`src/rtl/perm_restrict_unit.sv`:
```
module perm_restrict_unit #(
  parameter int ADDR_W     = 48,
  parameter int DESC_ALIGN = 6,
  parameter int PAGE_ALIGN = 12,
  parameter int TYPE_W     = 3,
  parameter int REG_TYPE   = 0,
  parameter int ST_W       = 8
) (
  input  logic              clk,
  input  logic              rst_n,
  input  logic              req_valid,
  input  logic [1:0]        priv_lvl,
  input  logic [ADDR_W-1:0] desc_addr,
  input  logic [ADDR_W-1:0] page_addr,
  input  logic              region_hit,
  input  logic              desc_r,
  input  logic              desc_w,
  input  logic              desc_x,
  input  logic              desc_rsvd_nz,
  input  logic              ent_valid,
  input  logic              ent_pending,
  input  logic              ent_modified,
  input  logic [TYPE_W-1:0] ent_type,
  input  logic              ent_r,
  input  logic              ent_w,
  input  logic              ent_x,
  input  logic              cont_init,
  input  logic              page_busy,
  output logic              done,
  output logic [1:0]        outcome,
  output logic [ST_W-1:0]   status,
  output logic              zf,
  output logic              arith_clr,
  output logic              ent_we,
  output logic              ent_wr_r,
  output logic              ent_wr_w,
  output logic              ent_wr_x,
  output logic              ent_wr_restrict
);

  localparam logic [1:0] OC_NONE = 2'd0;
  localparam logic [1:0] OC_GP   = 2'd1;
  localparam logic [1:0] OC_PF   = 2'd2;
  localparam logic [1:0] OC_ST   = 2'd3;
  localparam logic [ST_W-1:0] ST_OK       = ST_W'(0);
  localparam logic [ST_W-1:0] ST_CONFLICT = ST_W'(1);
  localparam logic [ST_W-1:0] ST_NOMOD    = ST_W'(2);

  wire desc_mis = |desc_addr[DESC_ALIGN-1:0];
  wire page_mis = |page_addr[PAGE_ALIGN-1:0];
  wire bad_desc = desc_rsvd_nz | (~desc_r & desc_w);
  wire bad_type = ent_type != TYPE_W'(REG_TYPE);

  logic [1:0]      nx_oc;
  logic [ST_W-1:0] nx_st;

  always_comb begin
    nx_st = ST_OK;
    if (priv_lvl != 2'd0)              nx_oc = OC_GP;
    else if (desc_mis || page_mis)     nx_oc = OC_GP;
    else if (!region_hit)              nx_oc = OC_PF;
    else if (bad_desc)                 nx_oc = OC_GP;
    else if (!ent_valid)               nx_oc = OC_PF;
    else if (page_busy) begin
      nx_oc = OC_ST;
      nx_st = ST_CONFLICT;
    end else if (ent_pending || ent_modified) begin
      nx_oc = OC_ST;
      nx_st = ST_NOMOD;
    end else if (bad_type)             nx_oc = OC_PF;
    else if (!cont_init)               nx_oc = OC_GP;
    else                               nx_oc = OC_NONE;
  end

  wire nx_ok = nx_oc == OC_NONE;

  always_ff @(posedge clk) begin
    if (!rst_n) begin
      done            <= 1'b0;
      outcome         <= OC_NONE;
      status          <= ST_OK;
      zf              <= 1'b0;
      arith_clr       <= 1'b0;
      ent_we          <= 1'b0;
      ent_wr_r        <= 1'b0;
      ent_wr_w        <= 1'b0;
      ent_wr_x        <= 1'b0;
      ent_wr_restrict <= 1'b0;
    end else begin
      done   <= req_valid;
      ent_we <= req_valid & nx_ok;
      if (req_valid) begin
        outcome         <= nx_oc;
        status          <= nx_st;
        zf              <= nx_oc == OC_ST;
        arith_clr       <= nx_ok | (nx_oc == OC_ST);
        ent_wr_r        <= ent_r & desc_r;
        ent_wr_w        <= ent_w & desc_w;
        ent_wr_x        <= ent_x & desc_x;
        ent_wr_restrict <= nx_ok;
      end
    end
  end


  done_follows_req_chk: assert property (@(posedge clk) disable iff (!rst_n)
    req_valid |=> done);


  priv_gp_chk: assert property (@(posedge clk) disable iff (!rst_n)
    (req_valid && priv_lvl != 2'd0) |=> (outcome == OC_GP));


  fault_no_write_chk: assert property (@(posedge clk) disable iff (!rst_n)
    (done && (outcome == OC_GP || outcome == OC_PF)) |-> (!ent_we && !zf));


  soft_status_chk: assert property (@(posedge clk) disable iff (!rst_n)
    (done && outcome == OC_ST) |-> (zf && !ent_we && (status == ST_CONFLICT || status == ST_NOMOD)));


  no_widen_chk: assert property (@(posedge clk) disable iff (!rst_n)
    ent_we |-> (!(ent_wr_r && !$past(ent_r)) && !(ent_wr_w && !$past(ent_w))
                && !(ent_wr_x && !$past(ent_x)) && ent_wr_restrict && done));

endmodule

```
`config.mk`:
```
export PLATFORM = sky130hd
export DESIGN_NAME = perm_restrict_unit
export DESIGN_NICKNAME = d
export VERILOG_FILES = /design/src/rtl/perm_restrict_unit.sv
export SDC_FILE = /design/constraint.sdc
export NUM_CORES = 1
export LEC_CHECK = 0
export BUFFER_PORTS_ARGS = -buffer_cell sky130_fd_sc_hd__buf_2
export CAP_MARGIN = 25
export CORE_ASPECT_RATIO = 0.9
export CORE_MARGIN = 1
export CORE_UTILIZATION = 24
export DETAILED_ROUTE_END_ITERATION = 6
export PLACE_DENSITY = 0.87
export SLEW_MARGIN = 40
export SYNTH_ARGS = -nofsm -noshare
export SYNTH_HDL_FRONTEND = slang
export SYNTH_SLANG_ARGS = --single-unit
```
`constraint.sdc`:
```
create_clock -name clk -period 2.1 [get_ports clk]
set_clock_uncertainty 0.2 [all_clocks]
set_input_delay 0.105 -clock clk [delete_from_list [all_inputs] [get_ports clk]]
set_output_delay 0.105 -clock clk [all_outputs]
set_load 0.01 [all_outputs]
```
; ---- After elaboration in Yosys (flattened, before gate mapping)
; Index checks and enable logic that the tools add are counted.
; W data, S select, Z words.
[word_totals]
inputBits = 117
output_inout_bits = 18
ff_bits = 18
word_cells = 42
[op_classes]
mux = 16
eq_ne = 1
reduce_logical = 7
bitwise_logic = 8
[op_table]
columns = operator, n
row1 = $mux W2, 15
row2 = $reduce_or A12 Y1, 1
row3 = $reduce_or A6 Y1, 1
row4 = $and A1 B1 Y1, 5
row5 = $reduce_bool A3 Y1, 1
row6 = $eq A2 B2 Y1 const B, 1
row7 = $logic_not A2 Y1, 1
row8 = $logic_or A1 B1 Y1, 2
row9 = $or A1 B1 Y1, 2
row10 = $reduce_bool A2 Y1, 1
row11 = $mux W1, 1
row12 = $not A1 Y1, 1

; ---- Longest topological paths before layout
; Gate-level depths: netlist (run 1).
[depth]
depth_word = 11
mapped_depth = 7
depth_no_buf = 7

; ---- Least setup slack after synthesis (run 1)
; No wires, ideal clock.
[synth_timing]
path_type = in2reg
from = input port page_addr[5]
to = register zf
setup_slack_ns = 0.431
arrival_ns = 1.353
stages = 7
path_buffers = 0
setup_ns = 0.116
cell_sequence = nor4_1 > nand3_1 > nor4_1 > inv_1 > ha_1 > mux2i_1 > nor2b_1
[synth_between]
elab_chain_cells = 5
[synth_lines]
columns = item, line
row1 = "start, declared", 14  ; input logic [ADDR_W-1:0] page_addr,
row2 = $reduce_or A12 Y1, 50  ; wire page_mis = |page_addr[PAGE_ALIGN-1:0];
row3 = $logic_or A1 B1 Y1, 60  ; else if (desc_mis || page_mis) nx_oc = OC_GP;
row4 = $mux W2, 60
row5 = $mux W2, 59  ; if (priv_lvl != 2'd0) nx_oc = OC_GP;
row6 = net nx_oc[0], 54  ; logic [1:0] nx_oc;
row7 = $eq A2 B2 Y1, 95  ; zf <= nx_oc == OC_ST;
row8 = "end signal, assigned", 82  ; zf <= 1'b0;
row9 = "end signal, assigned", 95
row10 = "end, declared", 32  ; output logic zf,
; The timed path passes the listed nets, and every way through them passes these cells.
; A chain may end at the register's enable or synchronous reset.

==> metrics.log, run 1 <==
INFO  metric syn_area_per_cell = 9.05 um2
INFO  metric critPathRequiredTime = around 2.1 ns
INFO  metric clock_insertion_delay_worst_skew = 0.26 ns
INFO  metric critical_path.slowest_cell = dlygate4sd3_1
INFO  metric period_minus_slack = roughly 2.0 ns
INFO  metric avgViaCountPerCell = 4.45
INFO  metric register_area = roughly 240 um2
INFO  metric setup_repair_after_global_routing_missed_its_margin = false
INFO  metric drt-initial-drc-count = 24
INFO  metric timing.critical_path.to_type = register
INFO  metric antenna-diode-count = 0
INFO  metric route.antenna.remaining_nets = 0
INFO  metric fin_cells = 159
INFO  metric number_of_antenna_violations_at_the_first_check_in_global_routing = 0
INFO  metric yosysSeqAreaShare = approximately 36%
INFO  metric cts_max_path_buffers = 2
INFO  metric cp-start-kind = input port
INFO  metric timing.hold.ws = roughly 0.0017 ns
INFO  metric firstDrtPassIters = 6
INFO  metric grt_start_max_net_pins = 18
INFO  metric numClockSinks = 12
INFO  metric dp_hpwl = 1530 um
INFO  metric clock_root_cell = clkbuf_4
INFO  metric cts_resized = 0
INFO  metric max_clock_freq = around 510 MHz
INFO  metric report.power.total = ~0.46 mW
INFO  metric postSynthCellCount = 73
INFO  metric share_clk_of_total_power = around 29%
INFO  metric final-max-slew-violation-count = 0
INFO  metric cts_buffers = 3
INFO  metric failed_checks = design-rule violations
INFO  metric worst_setup_path_startpoint = rst_n
INFO  metric postSynth.topFlopCell = dfxtp_1
INFO  metric global_route.overflow_total = 0
INFO  metric postLayoutCoreUtil = about 40%
INFO  metric netlist_area = around 660 um2
INFO  metric cts-htree-levels = 1
INFO  metric io_pins = between 100 and 150
INFO  metric worst_ir_drop_vdd = 0.396 mV
INFO  metric power_density = 450 nW/um2
INFO  metric synthDistinctLibCells = 32
INFO  metric crit_path_max_fanout = 12
INFO  metric final_min_period_over_clock_period = around 93%
INFO  metric die_w = between 50 and 60 um
INFO  metric synth_edf_count = 0
INFO  metric path_cells = dlygate4sd3_1 -> buf_2 -> and2_4 -> or4b_1 -> or3_4 -> o31ai_4
INFO  metric switching_power = about 0.11 mW
INFO  metric first_pass_grt_wire_length = 2770 um
INFO  metric async_flop_share = 0%
INFO  metric first_global_vias = approximately 630
INFO  metric drc = 4
INFO  metric detail_route.wirelength = 1810 um
INFO  metric p_leak = around 0.50 nW
INFO  metric hp-start = ent_pending
INFO  metric critical_path_arrival = between 1.5 and 2 ns
INFO  metric area_added_between_synthesis_and_finish = 53.6%
INFO  metric postLayoutCellArea = around 1000 um2
INFO  metric critical_path.reg2reg.startpoint = outcome[1]$_SDFFE_PN0P_
INFO  metric design.die.area = slightly below 3000 um2
INFO  metric postSynthRegisterBits = 12
INFO  metric dp_cells = 148
INFO  metric synth_warnings = 0
INFO  metric initial_utilization = between 20% and 30%
INFO  metric fp.dieH = between 50 and 60 um
INFO  metric combPwrFrac = roughly a fifth
INFO  metric clk_pin_slew = 0.06 ns
INFO  metric route.vias.total = 708
INFO  metric worstHoldPathType = in2reg
INFO  metric power_switching_share = a little under a quarter
INFO  metric final.setup.worst_slack = around 0.15 ns
INFO  metric max_cap_violations = 0
INFO  metric fill_cells = about 260
INFO  metric number_of_setup_violations_in_the_final_report = 0
INFO  metric fin_nets = ~250
INFO  metric port_buffers = 50
INFO  metric power.share.sequential = between 50% and 60%
INFO  metric wire_per_inst = 11.4 um
INFO  metric critPathMaxStageDelay = approximately 0.52 ns
INFO  metric cell_internal_pwr = approximately 0.35 mW
INFO  metric detailed_place.area = 912 um2
INFO  metric tritoncts_clock_tree = done
INFO  metric core_area = roughly 2500 um2
INFO  metric place_congestion = 0.747
INFO  metric fin_tns_setup = 0 ns
INFO  metric pre_cts_slack = about 0.14 ns
INFO  metric multi_input_area = between 300 and 400 um2
INFO  metric run_status = finished, violations left
INFO  metric timing.final.hold_violations = 0
INFO  metric gr-usage-all-layers = 13.1%
INFO  metric layout-drive-gt1-share = a little over two fifths
INFO  metric number_of_standard_cell_rows_in_the_floorplan = 17
INFO  metric setup.worst_path.class = in2reg
-- routing by layer --
metal,vias up,global-route usage [%],routed length [um]
met5,-,0,0
met4,0,6.10,66
met3,4,6.97,143
met2,30,24.1,941
met1,306,11.9,660
li1,368,-,-
-- cells by family (layout without fill, tap and decap cells) --
| family | after synthesis | count (layout) | synth area share, % |
|---|---|---|---|
| compound gates | 11 | 11 | 14.4 |
| fa+ha+maj | 2 | 2 | 3.79 |
| buf+inv | 11 | 64 | 10.2 |
| flops | 12 | 12 | 36.4 |
| mux | 2 | 2 | 3.03 |
| other cells | 1 | 6 | 0.568 |
| simple gates | 34 | 34 | 31.6 |
-- flip-flops by register name, summed over array words and instances (netlist names) --
name and cells:
done 1, arith_clr 1, ent_wr_r 1, status 2, ent_wr_w 1, ent_wr_restrict 1, zf 1, ent_wr_x 1
ent_we 1, outcome 2
-- repair_timing --
item	in CTS	in global routing
buffers inserted	0	0
endpoints found under the hold margin	8	0
hold buffers	8	0
-- cell usage after synthesis (2+ instances only) --
library cell,n,area [um2]
nor2b_1,3,18.8
nor3_1,3,15.0
nand3b_1,2,15.0
nor4_1,6,37.5
mux2i_1,2,20.0
nand3_1,4,20.0
nand2b_1,3,18.8
dfxtp_1,12,240
a21boi_0,3,22.5
buf_4,7,52.6
inv_1,2,7.51
clkbuf_1,2,7.51
ha_1,2,25.0
nand2_1,4,15.0
-- critical path, delay by kind of cell --
family                 cells  cell delay, ns
AO/OA/AOI/OAI              1            0.16
buffers and inverters      2            0.73
AND/OR/NAND/NOR            3            0.95
-- cell usage in the layout, fill, tap and decap left out, types with 2 or more instances in the layout --
cell type       n
a21boi_0        3
buf_2          50
clkbuf_4        3
conb_1          6
dfxtp_1        12
dlygate4sd3_1   8
ha_1            2
inv_1           2
mux2i_1         2
nand2_1         4
nand2b_1        3
nand3_1         4
nand3b_1        2
nor2b_1         3
nor3_1          3
nor4_1          6
-- worst paths after layout --
check,endpoint,slack [ns],depth (start not counted)
setup reg to reg,outcome[1]$_SDFFE_PN0P_,1.14,2
hold reg to reg,status[0]$_SDFFE_PN0P_,0.28,2
hold / removal,status[1]$_SDFFE_PN0P_,0.002,3
setup / recovery,status[1]$_SDFFE_PN0P_,0.15,6
-- area by class of cell --
class / instances / area share (%)
multi-input combinational: 55 / 36.6
sequential: 12 / 23.7
clock buffer: 3 / 2.22
inverter: 2 / 0.740
timing repair buffer: 59 / 33.3
tap: 28 / 3.45
-- power by group through the flow --
stage	clock [mW]	combinational (mW)	sequential, mW
6_report	0.134	0.0874	0.235
3_5_place_dp	0	0.0773	0.240
3_3_place_gp	0	0.0759	0.240
2_1_floorplan	0	0.0377	0.243
4_1_cts	0.139	0.0881	0.235
5_1_grt	0.156	0.0960	0.236
(Power assumes the default switching activity.)
==> run 2: changes to the inputs <==
--- a/config.mk
+++ b/config.mk
@@ -11,7 +11,8 @@
 export CORE_MARGIN = 1
 export CORE_UTILIZATION = 24
 export DETAILED_ROUTE_END_ITERATION = 6
-export PLACE_DENSITY = 0.87
+export HOLD_SLACK_MARGIN = 0.12
+export PLACE_DENSITY = 0.8
 export SLEW_MARGIN = 40
 export SYNTH_ARGS = -nofsm -noshare
 export SYNTH_HDL_FRONTEND = slang
==> run 2 against run 1 <==
  * The flow still finishes with violations (design-rule violations)
  * Sequential share of layout area fell by 2.1 points
  * Flip-flop and latch count unchanged
  * Maximum frequency shrank 5.1%
  * Non-clock buffer count grew 9
  * Clock-buffer cell count unchanged
  * Via count rose by 5.4%
  * Largest cell class is now non-clock buffers
==> metrics.log, run 2 (same netlist as run 1, synthesis figures left out) <==
INFO  metric design.die.area = 2970 um2 (unchanged)
INFO  metric drt-initial-drc-count = 15 (was 24)
INFO  metric number_of_setup_violations_in_the_final_report = 0 (unchanged)
INFO  metric cts-htree-levels = 1 (unchanged)
INFO  metric top_regs = outcome: 2 flops, status: 2 flops (unchanged)
INFO  metric detailed_place.area = 912 um2 (unchanged)
INFO  metric path_cells = dlygate4sd3_1 -> buf_2 -> nor3_1 -> nand4_1 -> a32o_1 -> dlygate4sd3_1 (was dlygate4sd3_1 -> buf_2 -> and2_4 -> or4b_1 -> or3_4 -> o31ai_4)
INFO  metric critical_path_buf_inv_count = 3 (was 2)
INFO  metric core_area = 2530 um2 (unchanged)
INFO  metric cell_internal_pwr = 0.354 mW (was 0.348 mW)
INFO  metric timing.critical_path.to_type = register (unchanged)
INFO  metric dp_hpwl = 1480 um (was 1530 um)
INFO  metric layout-drive-gt1-share = 41.4% (was 43.5%)
INFO  metric tritoncts_clock_tree = done (unchanged)
INFO  metric power_switching_share = 24.4% (was 23.7%)
INFO  metric postLayoutCellArea = 1110 um2 (was 1010 um2)
INFO  metric critPathMaxStageDelay = 0.55 ns (was 0.52 ns)
INFO  metric global_route.overflow_total = 0 (unchanged)
INFO  metric cts_buffers = 3 (unchanged)
INFO  metric max_clock_freq = 486 MHz (was 512 MHz)
INFO  metric power_density = 422 nW/um2 (was 450 nW/um2)
INFO  metric first_pass_grt_wire_length = 3240 um (was 2770 um)
INFO  metric final-max-slew-violation-count = 0 (unchanged)
INFO  metric combPwrFrac = 20.3% (was 19.1%)
INFO  metric initial_utilization = 26.1% (unchanged)
INFO  metric fin_cells = 169 (was 159)
INFO  metric p_leak = 0.551 nW (was 0.498 nW)
INFO  metric grt_start_max_net_pins = 13 (was 18)
INFO  metric switching_power = 0.114 mW (was 0.108 mW)
INFO  metric area_added_between_synthesis_and_finish = 68.2% (was 53.6%)
INFO  metric clock_insertion_delay_worst_skew = 0.27 ns (was 0.26 ns)
INFO  metric path_delay_family = buffers and inverters (was simple AND/OR/NAND/NOR gates)
INFO  metric cts_max_path_buffers = 2 (unchanged)
INFO  metric critical_path_arrival = 2.01 ns (was 1.94 ns)
INFO  metric place_congestion = 0.765 (was 0.747)
INFO  metric timing.reg2reg.setup_slack = 0.23 ns (was 1.14 ns)
INFO  metric share_clk_of_total_power = 29.6% (was 29.3%)
INFO  metric wire_per_inst = 11.5 um (was 11.4 um)
INFO  metric failed_checks = design-rule violations (unchanged)
INFO  metric worstHoldPathType = in2reg (unchanged)
INFO  metric power.share.sequential = 50.1% (was 51.5%)
INFO  metric setup_repair_after_global_routing_missed_its_margin = false (unchanged)
INFO  metric drc = 6 (was 4)
INFO  metric clock_root_cell = clkbuf_4 (unchanged)
INFO  metric period_minus_slack = 2.06 ns (was 1.95 ns)
INFO  metric firstDrtPassIters = 6 (unchanged)
INFO  metric timing.hold.ws = 0.210 ns (was 0.00169 ns)
INFO  metric fp.dieH = 51.8 um (unchanged)
INFO  metric route.vias.total = 746 (was 708)
INFO  metric critical_path.slowest_cell = dlygate4sd3_1 (unchanged)
INFO  metric number_of_antenna_violations_at_the_first_check_in_global_routing = 1 (was 0)
INFO  metric cpMostUsedCell = dlygate4sd3_1
INFO  metric crit_path_max_fanout = 3 (was 12)
INFO  metric clk_pin_slew = 0.07 ns (was 0.06 ns)
INFO  metric layout_common_cells = 50 x buf_2, 17 x dlygate4sd3_1, 12 x dfxtp_1, 6 x nor4_1, 6 x conb_1 (was 50 x buf_2, 12 x dfxtp_1, 8 x dlygate4sd3_1, 6 x nor4_1, 6 x conb_1)
INFO  metric run_status = finished, violations left (unchanged)
INFO  metric avgViaCountPerCell = 4.41 (was 4.45)
INFO  metric gr-usage-all-layers = 15.2% (was 13.1%)
INFO  metric critPathRequiredTime = 2.06 ns (was 2.09 ns)
INFO  metric cp-start-kind = input port (unchanged)
INFO  metric timing.final.hold_violations = 0 (unchanged)
INFO  metric setup.worst_path.class = in2reg (unchanged)
INFO  metric route.antenna.remaining_nets = 0 (unchanged)
INFO  metric report.power.total = 0.469 mW (was 0.456 mW)
INFO  metric detail_route.wirelength = 1950 um (was 1810 um)
INFO  metric leading_cell_type_in_the_layout_fill_and_taps_excluded = buf_2 (unchanged)
INFO  metric number_of_standard_cell_rows_in_the_floorplan = 17 (unchanged)
INFO  metric die_w = 57.3 um (unchanged)
INFO  metric fin_tns_setup = 0 ns (unchanged)
INFO  metric fin_nets = 261 (was 252)
INFO  metric final_min_period_over_clock_period = 98.0% (was 92.9%)
INFO  metric worst_ir_drop_vdd = 0.298 mV (was 0.396 mV)
INFO  metric io_pins = 135 (unchanged)
INFO  metric dp_cells = 148 (unchanged)
INFO  metric max_cap_violations = 0 (unchanged)
INFO  metric first_global_vias = 751 (was 634)
INFO  metric port_buffers = 50 (unchanged)
INFO  metric numClockSinks = 12 (unchanged)
## run 2: cell count changes in the layout (fill, tap and decap cells not counted)
cell / before / now
dlygate4sd3_1: 8 / 17
a21boi_2: 0 / 1
diode_2: 0 / 1
a21boi_0: 3 / 2
## run 2: what timing repair did
item | 4_1_cts | 5_1_grt
gates resized for setup | 0 | 2
hold buffers | 18 | 0
buffers inserted | 0 | 0
endpoints found under the setup margin | 0 | 1
endpoints found under the hold margin | 12 | 0
## run 2: per-layer routing
layer | global-route usage, % | vias to the layer above | routed length, um
met1 | 13.4 | 332 | 669
met3 | 7.46 | 2 | 154
met4 | 4.88 | 0 | 37
met2 | 30.0 | 27 | 1090
li1 | - | 385 | -
met5 | 0 | - | 0
## run 2: cell type report
type	count	area [um2]
timing repair buffer	68	428
multi-input combinational	55	375
inverter	2	7.51
tap	28	35.0
clock buffer	3	22.5
antenna	1	2.50
fill	260	1420
sequential	12	240
## run 2: power groups by stage
stage / Sequential [mW] / Combinational [mW] / Clock [mW]
after CTS: 0.235 / 0.0956 / 0.143
after global placement: 0.240 / 0.0762 / 0
final: 0.235 / 0.0949 / 0.139
after detailed placement: 0.240 / 0.0770 / 0
after global routing: 0.236 / 0.106 / 0.157
after floorplan: 0.243 / 0.0377 / 0
## run 2: worst reg2reg max path, stage by stage, from the launching register on
cell and delay (ns):
dfxtp_1 0.31, nand3b_1 0.07, dlygate4sd3_1 0.57, o21ai_1 0.07, dlygate4sd3_1 0.54
## run 2: worst paths after layout
kind,end,start,cells past startpoint
worst max-delay path,outcome[1]$_SDFFE_PN0P_,page_busy,6
worst min-delay path,outcome[0]$_SDFFE_PN0P_,desc_rsvd_nz,5
worst min register to register,arith_clr$_SDFFE_PN0P_,arith_clr$_SDFFE_PN0P_,1
worst max register to register,status[0]$_SDFFE_PN0P_,status[0]$_SDFFE_PN0P_,4
## run 2: metrics by stage
step / worst slack, ns / util (%)
floorplan: 0.431 / -
detailed placement: 0.212 / 36.0
finish: 0.0428 / 43.9
global placement: 0.244 / 36.0
CTS: 0.0667 / 44.0
global route: 0.00509 / 43.9
==> run 3: changes to the inputs <==
==> constraint.sdc (replaced) <==
create_clock -name clk -period 2.33 [get_ports clk]
set_clock_uncertainty 0.2 [all_clocks]
set_input_delay 0.1165 -clock clk [delete_from_list [all_inputs] [get_ports clk]]
set_output_delay 0.1165 -clock clk [all_outputs]
set_load 0.01 [all_outputs]
==> run 3 against run 2 <==
  * The flow still finishes with violations (design-rule violations)
  * Combinational power decreased by 5.2%
  * Via count increased by 0.94%
  * Sequential share of layout area is 0.43 points lower
  * Clock power fell by 10%
  * Routed wire length is 4.9% higher
  * Register-to-register slack improved by 0.21 ns
  * Core utilization rose by 0.89 points
  * Worst hold slack better by 0.078 ns
  * Clock-buffer cell count did not move
  * Critical path depth is 1 higher
  * Critical path type unchanged
  * Largest power group unchanged
==> metrics.log, run 3 (same netlist as run 1, synthesis figures left out) <==
INFO  metric run_status = finished, violations left (unchanged)
INFO  metric failed_checks = design-rule violations (unchanged)
INFO  metric critical_path.slowest_cell = dlygate4sd3_1 (unchanged)
INFO  metric crit_path_max_fanout = 3 (unchanged)
INFO  metric dp_cells = 147 (was 148)
INFO  metric numClockSinks = 12 (unchanged)
INFO  metric setup.worst_path.class = in2reg (unchanged)
INFO  metric worst_ir_drop_vdd = 0.267 mV (was 0.298 mV)
INFO  metric clock_root_cell = clkbuf_4 (unchanged)
INFO  metric cp-start-kind = input port (unchanged)
INFO  metric timing.final.hold_violations = 0 (unchanged)
INFO  metric drt-initial-drc-count = 15 (unchanged)
INFO  metric wl_met3 = 155 um (was 154 um)
INFO  metric layout_common_cells = 50 x buf_2, 20 x dlygate4sd3_1, 12 x dfxtp_1, 6 x conb_1, 5 x nor4_1 (was 50 x buf_2, 17 x dlygate4sd3_1, 12 x dfxtp_1, 6 x nor4_1, 6 x conb_1)
INFO  metric worstHoldPathType = in2reg (unchanged)
INFO  metric timing.hold.ws = 0.288 ns (was 0.210 ns)
INFO  metric number_of_antenna_violations_at_the_first_check_in_global_routing = 0 (was 1)
INFO  metric dr.max_layer_used = met4 (unchanged)
INFO  metric p_leak = 0.557 nW (was 0.551 nW)
INFO  metric design.die.area = 2970 um2 (unchanged)
INFO  metric power_density = 376 nW/um2 (was 422 nW/um2)
INFO  metric gr-usage-all-layers = 14.6% (was 15.2%)
INFO  metric max_clock_freq = ~470 MHz
INFO  metric r2r.worst_path.cells = 4 (unchanged)
INFO  metric postLayoutCellArea = 1130 um2 (was 1110 um2)
INFO  metric postLayoutCoreUtil = 44.8% (was 43.9%)
INFO  metric cpMostUsedCell = dlygate4sd3_1 (unchanged)
INFO  metric final_min_period_over_clock_period = around 92%
INFO  metric critPathMaxStageDelay = 0.56 ns (was 0.55 ns)
INFO  metric critical_path_cell_count = 7 (was 6)
INFO  metric detailed_place.area = 905 um2 (was 912 um2)
INFO  metric wirelength_met1 = 745 um (was 669 um)
INFO  metric max_cap_violations = 0 (unchanged)
INFO  metric critPathRequiredTime = 2.29 ns (was 2.06 ns)
INFO  metric timing.reg2reg.setup_slack = 0.44 ns (was 0.23 ns)
INFO  metric first_global_vias = 738 (was 751)
INFO  metric avgViaCountPerCell = 4.43 (was 4.41)
INFO  metric grt_start_max_net_pins = 15 (was 13)
INFO  metric path_delay_family = buffers and inverters (unchanged)
INFO  metric top_regs = outcome: 2 flops, status: 2 flops (unchanged)
INFO  metric fp.dieH = 51.8 um (unchanged)
INFO  metric path_cells = dlygate4sd3_1 -> buf_2 -> nor3_1 -> o2bb2ai_1 -> nor4_2 -> a21oi_1 -> dlygate4sd3_1 (was dlygate4sd3_1 -> buf_2 -> nor3_1 -> nand4_1 -> a32o_1 -> dlygate4sd3_1)
INFO  metric firstDrtPassIters = 6 (unchanged)
INFO  metric initial_utilization = 26.1% (unchanged)
INFO  metric core_area = 2530 um2 (unchanged)
INFO  metric io_pins = 135 (unchanged)
INFO  metric cts_buffers = 3 (unchanged)
INFO  metric fin_nets = 263 (was 261)
INFO  metric global_route.overflow_total = 0 (unchanged)
INFO  metric worst_hold_path.num_cells = 6 (was 5)
INFO  metric fin_tns_setup = 0 ns (unchanged)
INFO  metric cts_max_path_buffers = 2 (unchanged)
INFO  metric drc = 6 (unchanged)
INFO  metric period_minus_slack = 2.15 ns
INFO  metric clock_insertion_delay_worst_skew = 0.27 ns (about the same)
INFO  metric final-max-slew-violation-count = 0 (unchanged)
INFO  metric leading_cell_type_in_the_layout_fill_and_taps_excluded = buf_2 (unchanged)
INFO  metric final.setup.worst_slack = 0.182 ns (was 0.0428 ns)
INFO  metric cts-htree-levels = 1 (unchanged)
INFO  metric area_added_between_synthesis_and_finish = 71.6% (was 68.2%)
INFO  metric place_congestion = 0.776 (was 0.765)
INFO  metric pre_cts_slack = 0.339 ns (was 0.212 ns)
INFO  metric report.power.total = 0.426 mW (was 0.469 mW)
INFO  metric dp_hpwl = 1470 um (was 1480 um)
INFO  metric wire_per_inst = 12.0 um (was 11.5 um)
INFO  metric critical_path_buf_inv_count = 3 (unchanged)
INFO  metric route.antenna.remaining_nets = 0 (unchanged)
INFO  metric number_of_setup_violations_in_the_final_report = 0 (unchanged)
INFO  metric port_buffers = 50 (unchanged)
INFO  metric layout-drive-gt1-share = 40.1% (was 41.4%)
INFO  metric number_of_standard_cell_rows_in_the_floorplan = 17 (unchanged)
INFO  metric critical_path_arrival = 2.11 ns (was 2.01 ns)
INFO  metric antenna-diode-count = 0 (was 1)
INFO  metric detail_route.wirelength = 2040 um (was 1950 um)
INFO  metric setup_repair_after_global_routing_missed_its_margin = false (unchanged)
INFO  metric met2RoutedLength = 1140 um (was 1090 um)
INFO  metric route.vias.total = 753 (was 746)
INFO  metric timing.critical_path.to_type = register (unchanged)
INFO  metric clk_pin_slew = 0.07 ns (about the same)
INFO  metric first_pass_grt_wire_length = 3190 um (was 3240 um)
INFO  metric fin_cells = 170 (was 169)
INFO  metric die_w = 57.3 um (unchanged)
INFO  metric tritoncts_clock_tree = done (unchanged)
-- run 3: per-layer routing --
| layer | GRT usage, % | vias to the layer above |
|---|---|---|
| li1 | - | 388 |
| met1 | 14.2 | 340 |
| met2 | 29.2 | 23 |
| met3 | 5.97 | 2 |
| met4 | 2.44 | 0 |
| met5 | 0 | - |
-- run 3: where the power goes --
part           total (mW)  switching [mW]  leakage (nW)  internal (mW)
sequential          0.212         0.00193        0.0977          0.210
clock               0.125          0.0648        0.0138         0.0598
combinational      0.0900          0.0371         0.445         0.0529
total               0.426           0.104         0.557          0.323
-- run 3: timing repair --
item / in CTS / in global routing
buffers inserted: 0 / 0
hold endpoints to repair: 12 / 0
resized for setup: 0 / 1
hold buffers: 20 / 0
endpoints found under the setup margin: 0 / 1
-- run 3: worst min-delay path, stage by stage --
cell	delay, ns
buf_2	0.09
nand4_1	0.14
nand2_1	0.11
ha_1	0.11
nand2_1	0.04
o211a_1	0.10
-- run 3: cell type report --
cell class	instances	area [um2]
Multi-Input combinational cell	55	378
Tap cell	28	35.0
Sequential cell	12	240
Clock buffer	3	22.5
Fill cell	265	1400
Inverter	2	7.51
Timing Repair Buffer	70	450
-- run 3: path summary, 6_finish.rpt --
kind,startpoint,endpoint
worst max register to register,outcome[0]$_SDFFE_PN0P_,outcome[0]$_SDFFE_PN0P_
worst max-delay path,page_busy,outcome[0]$_SDFFE_PN0P_
worst min-delay path,ent_valid,arith_clr$_SDFFE_PN0P_
worst min register to register,arith_clr$_SDFFE_PN0P_,arith_clr$_SDFFE_PN0P_
